$ cat config.mk
export PLATFORM = sky130hd
export DESIGN_NAME = dafilt_top
export DESIGN_NICKNAME = d
export VERILOG_FILES = /design/src/rtl/dafilt_pkg.sv /design/src/rtl/dafilt_collect.sv /design/src/rtl/dafilt_match.sv /design/src/rtl/dafilt_decide.sv /design/src/rtl/dafilt_top.sv
export SDC_FILE = /design/constraint.sdc
export NUM_CORES = 1
export LEC_CHECK = 0
export ABC_AREA = 1
export BUFFER_PORTS_ARGS = -buffer_cell sky130_fd_sc_hd__buf_4
export CAP_MARGIN = 20
export CORE_MARGIN = 4
export CORE_UTILIZATION = 40
export CTS_BUF_LIST = sky130_fd_sc_hd__clkbuf_16
export CTS_CLUSTER_DIAMETER = 120
export DETAILED_ROUTE_END_ITERATION = 16
export GPL_ROUTABILITY_DRIVEN = 0
export SLEW_MARGIN = 15
export SYNTH_ARGS = -nofsm -noshare
export SYNTH_HDL_FRONTEND = slang
export SYNTH_SLANG_ARGS = --single-unit
$ cat constraint.sdc
create_clock -name clk -period 3.35 [get_ports clk]
set_clock_uncertainty 0.2 [all_clocks]
set_input_delay 0.1675 -clock clk [delete_from_list [all_inputs] [get_ports clk]]
set_output_delay 0.1675 -clock clk [all_outputs]
set_load 0.005 [all_outputs]
$ cat src/rtl/dafilt_pkg.sv
package dafilt_pkg;

   localparam int ADDR_BYTES = 6;
   localparam int ADDR_W     = 8 * ADDR_BYTES;
   localparam logic [31:0] CRC_POLY_REFL = 32'hEDB8_8320;
   localparam logic [31:0] CRC_SEED      = 32'hFFFF_FFFF;
   // Reserved PAUSE destination, first received byte in the low bits
   localparam logic [ADDR_W-1:0] PAUSE_DA = 48'h0100_00C2_8001;

   typedef struct packed {
      logic pause_pass;   // bit 7
      logic mcast_hash;   // bit 6
      logic ucast_hash;   // bit 5
      logic inverse;      // bit 4
      logic mcast_all;    // bit 3
      logic bcast_block;  // bit 2
      logic promisc;      // bit 1
      logic recv_all;     // bit 0
   } filt_ctrl_t;

   function automatic logic [31:0] crc_step(input logic [31:0] c, input logic [7:0] d);
      logic [31:0] r;
      logic        fb;
      r = c;
      for (int i = 0; i < 8; i++) begin
         fb = r[0] ^ d[i];
         r  = {1'b0, r[31:1]};
         if (fb) r = r ^ CRC_POLY_REFL;
      end
      return r;
   endfunction

endpackage

$ cat src/rtl/dafilt_collect.sv
module dafilt_collect
   import dafilt_pkg::*;
(
   input  logic              clk,
   input  logic              rst_n,
   input  logic              rx_valid,
   input  logic              rx_sof,
   input  logic [7:0]        rx_data,
   output logic [ADDR_W-1:0] da,
   output logic [31:0]       crc,
   output logic              done
);
   localparam int CNT_W = $clog2(ADDR_BYTES + 1);
   localparam logic [CNT_W-1:0] IDLE_CNT = CNT_W'(ADDR_BYTES);
   localparam logic [CNT_W-1:0] LAST_IDX = CNT_W'(ADDR_BYTES - 1);

   logic [CNT_W-1:0] cnt_q;
   logic [CNT_W-1:0] idx;
   logic             take;
   logic [7:0]       byte_q [ADDR_BYTES];

   assign idx  = rx_sof ? '0 : cnt_q;
   assign take = rx_valid && (rx_sof || (cnt_q < IDLE_CNT));

   always_ff @(posedge clk or negedge rst_n) begin
      if (!rst_n) begin
         cnt_q <= IDLE_CNT;
         crc   <= CRC_SEED;
         done  <= 1'b0;
         for (int b = 0; b < ADDR_BYTES; b++) byte_q[b] <= '0;
      end else begin
         done <= take && (idx == LAST_IDX);
         if (take) begin
            cnt_q <= idx + 1'b1;
            crc   <= crc_step((idx == '0) ? CRC_SEED : crc, rx_data);
            for (int b = 0; b < ADDR_BYTES; b++)
               if (idx == CNT_W'(b)) byte_q[b] <= rx_data;
         end
      end
   end

   for (genvar g = 0; g < ADDR_BYTES; g++) begin : g_pack
      assign da[8*g +: 8] = byte_q[g];
   end

endmodule

$ cat src/rtl/dafilt_match.sv
module dafilt_match
   import dafilt_pkg::*;
#(
   parameter int NUM_SLOTS = 2,
   parameter int HASH_BITS = 6,
   localparam int TBL_W = 1 << HASH_BITS
)(
   input  logic [ADDR_W-1:0]           da,
   input  logic [HASH_BITS-1:0]        hash_idx,
   input  logic [NUM_SLOTS*ADDR_W-1:0] slot_addr,
   input  logic [NUM_SLOTS-1:0]        slot_en,
   input  logic [TBL_W-1:0]            hash_tbl,
   output logic                        perfect_hit,
   output logic                        hash_hit
);
   logic [NUM_SLOTS-1:0] slot_hit;

   for (genvar s = 0; s < NUM_SLOTS; s++) begin : g_slot
      assign slot_hit[s] = slot_en[s] && (slot_addr[s*ADDR_W +: ADDR_W] == da);
   end

   assign perfect_hit = |slot_hit;
   assign hash_hit    = hash_tbl[hash_idx];

endmodule

$ cat src/rtl/dafilt_decide.sv
module dafilt_decide
   import dafilt_pkg::*;
(
   input  filt_ctrl_t cfg,
   input  logic       is_pause,
   input  logic       is_bcast,
   input  logic       is_mcast,
   input  logic       perfect_hit,
   input  logic       hash_hit,
   output logic       fwd
);
   logic use_hash;
   logic raw_hit;

   always_comb begin
      use_hash = is_mcast ? cfg.mcast_hash : cfg.ucast_hash;
      raw_hit  = use_hash ? hash_hit : perfect_hit;
      if (cfg.recv_all)                  fwd = 1'b1;
      else if (is_pause)                 fwd = cfg.pause_pass;
      else if (cfg.promisc)              fwd = 1'b1;
      else if (is_bcast)                 fwd = !cfg.bcast_block;
      else if (is_mcast && cfg.mcast_all) fwd = 1'b1;
      else                               fwd = raw_hit ^ cfg.inverse;
   end

endmodule

$ cat src/rtl/dafilt_top.sv
module dafilt_top
   import dafilt_pkg::*;
#(
   parameter int NUM_SLOTS = 2,
   parameter int HASH_BITS = 6
)(
   input  logic                          clk,
   input  logic                          rst_n,
   input  logic                          rx_valid,
   input  logic                          rx_sof,
   input  logic [7:0]                    rx_data,
   input  logic [7:0]                    ctrl,
   input  logic [NUM_SLOTS*48-1:0]       slot_addr,
   input  logic [NUM_SLOTS-1:0]          slot_en,
   input  logic [(1 << HASH_BITS)-1:0]   hash_tbl,
   output logic                          dec_valid,
   output logic                          dec_fwd,
   output logic                          dec_pause
);
   localparam int TBL_W = 1 << HASH_BITS;

   if (NUM_SLOTS < 1 || NUM_SLOTS > 64) begin : g_bad_slots
      $error("dafilt_top: NUM_SLOTS out of range");
   end
   if (HASH_BITS < 1 || HASH_BITS > 8) begin : g_bad_hash
      $error("dafilt_top: HASH_BITS out of range");
   end

   logic [ADDR_W-1:0] da;
   logic [31:0]       crc;
   logic              done;
   logic              perfect_hit, hash_hit, fwd_raw;
   logic              is_pause, is_bcast, is_mcast;

   dafilt_collect u_collect (
      .clk      (clk),
      .rst_n    (rst_n),
      .rx_valid (rx_valid),
      .rx_sof   (rx_sof),
      .rx_data  (rx_data),
      .da       (da),
      .crc      (crc),
      .done     (done)
   );

   dafilt_match #(.NUM_SLOTS(NUM_SLOTS), .HASH_BITS(HASH_BITS)) u_match (
      .da          (da),
      .hash_idx    (crc[31 -: HASH_BITS]),
      .slot_addr   (slot_addr),
      .slot_en     (slot_en),
      .hash_tbl    (hash_tbl[TBL_W-1:0]),
      .perfect_hit (perfect_hit),
      .hash_hit    (hash_hit)
   );

   assign is_pause = (da == PAUSE_DA);
   assign is_bcast = &da;
   assign is_mcast = da[0];

   dafilt_decide u_decide (
      .cfg         (filt_ctrl_t'(ctrl)),
      .is_pause    (is_pause),
      .is_bcast    (is_bcast),
      .is_mcast    (is_mcast),
      .perfect_hit (perfect_hit),
      .hash_hit    (hash_hit),
      .fwd         (fwd_raw)
   );

   assign dec_valid = done;
   assign dec_fwd   = done & fwd_raw;
   assign dec_pause = done & is_pause;

endmodule

Word-level counts from Yosys, hierarchy flattened
Index checks and enable logic that the tools add are counted.
- bits of input ports: 182
- word-level logic and storage cells: 81
- bits in registers: 84
- output and inout port bits: 3
- bitwise gates (word level): 19
- order comparisons: 2
- add/sub/neg operators: 1
- multiplexer cells: 26
- reductions and logical operators: 16
- equal/unequal tests: 8
- operator list (cell ; count):
    2-to-1 mux 32 bit ; 16
    inverter 13 -> 14 bit ; 8
    == test 48 bit ; 2
    == test 48 x 41 -> 1 bit, second input constant ; 1
    AND reduction 48 bit ; 1
    AND reduction 2 bit ; 6
    bitwise XOR 1 bit ; 9
    2-to-1 mux 1 bit ; 8
    less-than comparator 6 x 7 -> 1 bit, second input constant ; 1
    binary-select mux 1 bit (select 6 bit) ; 1
    == test 3 x 2 -> 1 bit, second input constant ; 2
    == test 3 bit, second input constant ; 2
    logical AND 1 bit ; 5
    adder 3 x 1 -> 3 bit, second input constant ; 1
    == test 3 x 1 -> 1 bit, second input constant ; 1
    logical NOT 3 bit ; 1
    less-than comparator 3 bit, second input constant ; 1
    2-to-1 mux 3 bit ; 1
    bitwise AND 1 bit ; 2
    OR reduction 2 bit ; 1
    logical NOT 1 bit ; 1
    logical OR 1 bit ; 1

Depth between registers and ports, before layout
- word-level depth: 26
- depth in mapped cells: 18
- gate-level depth less buffers: 17

Modules after synthesis
A second synthesis with hierarchy kept.
- cell total of the unflattened synthesis: 1101
- area total of the unflattened synthesis: 7026.7 µm²
- modules (own cells, without submodules) (module ; cells each ; area an instance (µm²) ; sequential area each (µm²) ; instances):
    dafilt_collect ; 551 ; 4500.6 ; 2144.6 ; 1
    dafilt_match ; 440 ; 2069.5 ; 0.0 ; 1
    dafilt_top ; 85 ; 349.1 ; 0.0 ; 1
    dafilt_decide ; 25 ; 107.6 ; 0.0 ; 1

Least setup slack after synthesis
Ideal clock, no wire load.
- path type: register -> register
- start: register u_collect.cnt_q[1]
- end: register u_collect.crc[19]
- required time: 3.071 ns
- buffers on the path: 1
- clock period less this slack: 2.541 ns
- slack: 0.809 ns
- arrival: 2.263 ns
- library setup time: 0.079 ns
- stages on the path, launching flop included: 14
- path through: dfstp_2 -> nand2_1 -> ha_1 -> nand2_4 -> buf_8 -> nand2_1 -> xor2_2 -> inv_1 -> nand2_1 -> nand2_1 -> xor2_1 -> xor2_1 -> nand2_1 -> o21ai_0
- word-level cells in the longest chain between the ends: 24
- elaborated cells between the ends (all ways): 35
- those cells by class: 1 x order compare; 17 x mux; 14 x bitwise; 3 x reduce/logical
- ends and longest elaborated chain (element ; line ; RTL):
    start, declared ; dafilt_collect.sv:17 ; logic [CNT_W-1:0] cnt_q;
    start signal, assigned ; dafilt_collect.sv:34 ; cnt_q <= idx + 1'b1;
    2-to-1 mux 3 bit ; dafilt_collect.sv:22 ; assign idx = rx_sof ? '0 : cnt_q;
    logical NOT 3 bit ; dafilt_collect.sv:35 ; crc <= crc_step((idx == '0) ? CRC_SEED : crc, rx_data);
    2-to-1 mux 32 bit ; dafilt_collect.sv:35 ;
    bitwise XOR 1 bit or inverter 13 -> 14 bit (tied branches) ; n/a ;
    2-to-1 mux 32 bit ; dafilt_pkg.sv:28 ; if (fb) r = r ^ CRC_POLY_REFL;
    2-to-1 mux 32 bit ; dafilt_collect.sv:33 ; if (take) begin
    2-to-1 mux 32 bit ; dafilt_pkg.sv:28 ;
    2-to-1 mux 32 bit ; dafilt_collect.sv:33 ;
    [8 not listed] ; n/a ;
    inverter 13 -> 14 bit (no source line) ; n/a ;
    2-to-1 mux 32 bit ; dafilt_pkg.sv:28 ;
    2-to-1 mux 32 bit ; dafilt_collect.sv:33 ;
    inverter 13 -> 14 bit (no source line) ; n/a ;
    2-to-1 mux 32 bit ; dafilt_pkg.sv:28 ;
    2-to-1 mux 32 bit ; dafilt_collect.sv:33 ;
    inverter 13 -> 14 bit (no source line) ; n/a ;
    2-to-1 mux 32 bit ; dafilt_pkg.sv:28 ;
    end signal, assigned ; dafilt_collect.sv:35 ;
    end, declared ; dafilt_collect.sv:10 ; output logic [31:0] crc,
Several ways; a longest one is shown, not always the timed one. The select of a mux whose other input is x is not followed.
A chain may end at the register's enable or synchronous reset.

Final worst setup path
- start: register u_collect.crc[26]
- end: output dec_fwd
- word-level cells in the longest chain between the ends: 10
- ends and longest elaborated chain (element ; line ; RTL):
    binary-select mux 1 bit (select 6 bit) ; dafilt_match.sv:23 ; assign hash_hit = hash_tbl[hash_idx];
    2-to-1 mux 1 bit (implied by the code) ; dafilt_match.sv:23 ;
    2-to-1 mux 1 bit ; dafilt_decide.sv:17 ; raw_hit = use_hash ? hash_hit : perfect_hit;
    bitwise XOR 1 bit ; dafilt_decide.sv:23 ; else fwd = raw_hit ^ cfg.inverse;
    2-to-1 mux 1 bit ; dafilt_decide.sv:22 ; else if (is_mcast && cfg.mcast_all) fwd = 1'b1;
    2-to-1 mux 1 bit ; dafilt_decide.sv:21 ; else if (is_bcast) fwd = !cfg.bcast_block;
    2-to-1 mux 1 bit ; dafilt_decide.sv:20 ; else if (cfg.promisc) fwd = 1'b1;
    2-to-1 mux 1 bit ; dafilt_decide.sv:19 ; else if (is_pause) fwd = cfg.pause_pass;
    2-to-1 mux 1 bit ; dafilt_decide.sv:18 ; if (cfg.recv_all) fwd = 1'b1;
    bitwise AND 1 bit ; dafilt_top.sv:71 ; assign dec_fwd = done & fwd_raw;
    end, declared ; dafilt_top.sv:17 ; output logic dec_fwd,
Every way passes these cells. The select of a mux whose other input is x is not followed.

==> summary.txt <==
Hold Path Cell Cnt: 3
Starting DRT DRC Count: 911
Synth-to-Final Area Change: 26.7%
xor/xnor cell area share of the yosys netlist: 13.5%
clock tree from TritonCTS: built
First-pass DRT Iterations: 5
Worst setup SP type: flop
row count: 50
compound-gate portion of the synthesized area: 7.29%
Worst Slack Setup Final: 0.311 ns
grt ovf: 0
Std-Cell Core Area: 18900 µm²
reg2reg setup slack: 0.55 ns
Critical Path End Type: primary output
leakage: 5.19 nW
WL final: 28.0 mm
IO Count: 185
Yosys cell types: 40
worst r2r src: u_collect.cnt_q[0]$_DFFE_PN0P_
Worst slew margin: 36.4%
# port buffers: 184
proportion of power drawn by combinational gates: 57.0%
crit-path max FO: 35
Slew Limit Fails: 0
Setup TNS Final: 0 ns
#FFs+latches synth: 84
layout cell share with drive strength beyond 1: 19.7%
post-CTS setup buffers: 0
fmax: 329 MHz
Chip Width: 147 µm
Clock Sinks: 84
crit-path max cell delay: 0.60 ns
Tcrit/Tclk final: 90.7%
Clock power frac: 14.0%
CTS buffer count: 9
most frequent cells in the layout: nand2_1 (450), buf_4 (192), inv_1 (185), nor2_1 (133), o21ai_0 (99)
P_sw: 3.55 mW
number of antenna diodes: 0
minimum clock period: 3.04 ns
top_reg_cell synth: dfrtp_1
initial antenna violation count: 0
Peak VDD IR: 0.000545 V
Cells after Synth: 1250
largest net degree at the start of global routing: 69
Starting Density: 41.0%
outcome: finished clean
Post-Synth Adder-Cell Area: 0.808%
RSZ-0062 raised after global routing: no
sequential power share: 29.0%
Synth Area in Simple Gates: 39.9%
Avg Cell Area, Syn: 6.19 µm²
power per cell area: 765 nW/µm²
DP Worst Slack: 0.532 ns
Vias: 8275
Switching Fraction: 47.3%
number of global-route vias before repair: 7699
Clock transition at path regs: 0.06 ns
Worst Tran Pin Value: 0.950 ns
ys async rst share: 100%
endpoint arrival time on the critical path: 2.67 ns
Clock Latency Late Sink: 0.34 ns
yosys warns: 0
Max Cap Violations: 0
register area share after synthesis: 27.7%
sink of the worst hold path: u_collect.cnt_q[0]$_DFFE_PN0P_
largest family of logic cells by synthesized area: simple AND/OR/NAND/NOR gates
Die Y: 147 µm
Synth area leaders: nand2_1 (22%), dfrtp_1 (16%), dfstp_2 (12%)
number of synthesized flops with an enable pin: 0
Routed Antenna Nets: 0
Post-Syn Area: 7740 µm²
type of the most critical hold path: in -> reg
post-synth top area cell: nand2_1
Die ar.: 21600 µm²
Pint: 3.96 mW
syn nets: 1437
R2R Path End: u_collect.crc[19]$_DFFE_PN1P_
Vias/cell: 4.87
highest-delay cell along the critical path: dfstp_2
multiplexer share of the synthesized area: 0%
final net count: 1622
DR WL/cell: 16.5 µm
final hold viol count: 0
share of the synthesized area in the top cell type: 21.8%
Total GRT Usage: 25.1%
cell mode on critical path: nand2_1
Critical Path RT: 2.98 ns
final setup vio count: 0
crit path cell chain: buf_4 -> or2_2 -> nand3_1 -> nand2_1 -> nand2_1 -> nand3_1 -> nand3_1 -> nand3_1 -> nand2_1 -> nand2_1 -> nand3_1 -> nand3_1 -> nand2_1 -> nand2_1 -> nand2_1 -> a21oi_1 -> buf_4
commonest non-fill, non-tap cell in the layout: nand2_1
worst setup path class: reg -> out
Max Buffers Root-to-Sink: 2
Hold Startpoint: rx_sof
dpl hpwl: 23.3 mm
global-route wire length before repair: 42.4 mm
Clock Root Buffer: clkbuf_16
worst r2r path cells: 14
DRC violations left: 0
H-tree depth: 3
==> power groups by stage <==
| stage | logic [mW] | clock network [mW] | registers, mW |
|---|---|---|---|
| final | 4.28 | 1.05 | 2.18 |
| after global routing | 4.78 | 1.11 | 2.23 |
| after CTS | 4.28 | 1.08 | 2.13 |
| after detailed placement | 4.23 | 0 | 2.15 |
| after global placement | 4.21 | 0 | 2.15 |
| after floorplan | 3.24 | 0 | 1.88 |
==> flip-flops by register name (all words and copies together) (netlist names) <==
register         cells
u_collect.da        48
u_collect.crc       32
u_collect.cnt_q      3
u_collect.done       1
==> how the worst max path moves through the flow <==
stage                                   start  slack, ns  cells after the start                       endpoint
2_1_floorplan  u_collect.cnt_q[1]$_DFFE_PN1P_       0.81                     13  u_collect.crc[19]$_DFFE_PN1P_
3_3_place_gp   u_collect.cnt_q[0]$_DFFE_PN0P_       0.57                     13  u_collect.crc[26]$_DFFE_PN1P_
3_5_place_dp   u_collect.cnt_q[0]$_DFFE_PN0P_       0.53                     13  u_collect.crc[23]$_DFFE_PN1P_
4_1_cts         u_collect.crc[26]$_DFFE_PN1P_       0.22                     16                        dec_fwd
5_1_grt         u_collect.crc[26]$_DFFE_PN1P_       0.11                     16                        dec_fwd
6_report        u_collect.crc[26]$_DFFE_PN1P_       0.31                     17                        dec_fwd
==> worst max-delay path, delay by kind of cell, from the launching register on <==
family | cells | cell delay, ns
AOI/OAI and AO/OA | 1 | 0.12
buffers and inverters | 2 | 0.47
DFF | 1 | 0.60
and+or+nand+nor | 14 | 1.12
==> synth_stat cells, types with 2 or more instances <==
master and number:
nor4_1 17, nand2_1 450, inv_1 186, ha_1 5, xor2_2 3, xor2_4 5
a21oi_1 2, inv_2 2, xnor2_1 46, nand4_1 24, nor2_1 133, o21ai_1 4
dfrtp_1 50, xnor2_2 6, nand3_1 79, o21ai_0 99, xor2_1 35, nand3b_1 4
nand2_2 4, nand2_4 7, xnor2_4 2, and2_1 2, nor3_1 2, clkbuf_1 25
dfstp_2 34, buf_2 2, or2_2 9
==> through the flow <==
step / hold slack (ns) / power, mW / utilization [%] / cell area, µm² / instances
global placement: 0.139 / 6.36 / 49.7 / 9390 / 1673
floorplan: -0.328 / 5.13 / - / 7740 / 1250
finish: 0.0105 / 7.51 / 51.9 / 9810 / 1700
CTS: 0.00646 / 7.49 / 51.9 / 9800 / 1699
detailed placement: 0.137 / 6.38 / 49.7 / 9390 / 1673
global route: 0.0763 / 8.11 / 51.9 / 9810 / 1700
==> layout make-up <==
cell class              count  area, µm²
clock buffers               9        225
clock inverters             7       90.1
fillers                  2020       9080
inverters                 189        713
multi-input cells         948       4760
flip-flops and latches     84       2140
well taps                 260        325
repair buffers            202       1540
repair inverters            1       7.51
==> cell families after synthesis <==
family,after synthesis
and+or+nand+nor,736
buffers and inverters,218
AOI/OAI and AO/OA,110
xor gates and xnor gates,97
DFF,84
adders and majority gates,5
==> per-layer routing <==
| layer | vias to the layer above | wire length [µm] | part of all wire [%] | track usage (%) |
|---|---|---|---|---|
| li1 | 4223 | - | - | - |
| met1 | 3703 | 12600 | 45 | 36.3 |
| met2 | 303 | 12300 | 44 | 39.1 |
| met3 | 46 | 2250 | 8.0 | 3.45 |
| met4 | 0 | 791 | 2.8 | 7.55 |
| met5 | - | 0 | 0 | 0 |
==> what timing repair did <==
action | CTS | global route
hold buffers | 10 | 0
setup endpoints to repair | 0 | 1
resized for setup | 0 | 2
endpoints found under the hold margin | 59 | 0
No activity file was read; power rests on OpenSTA's default activity.
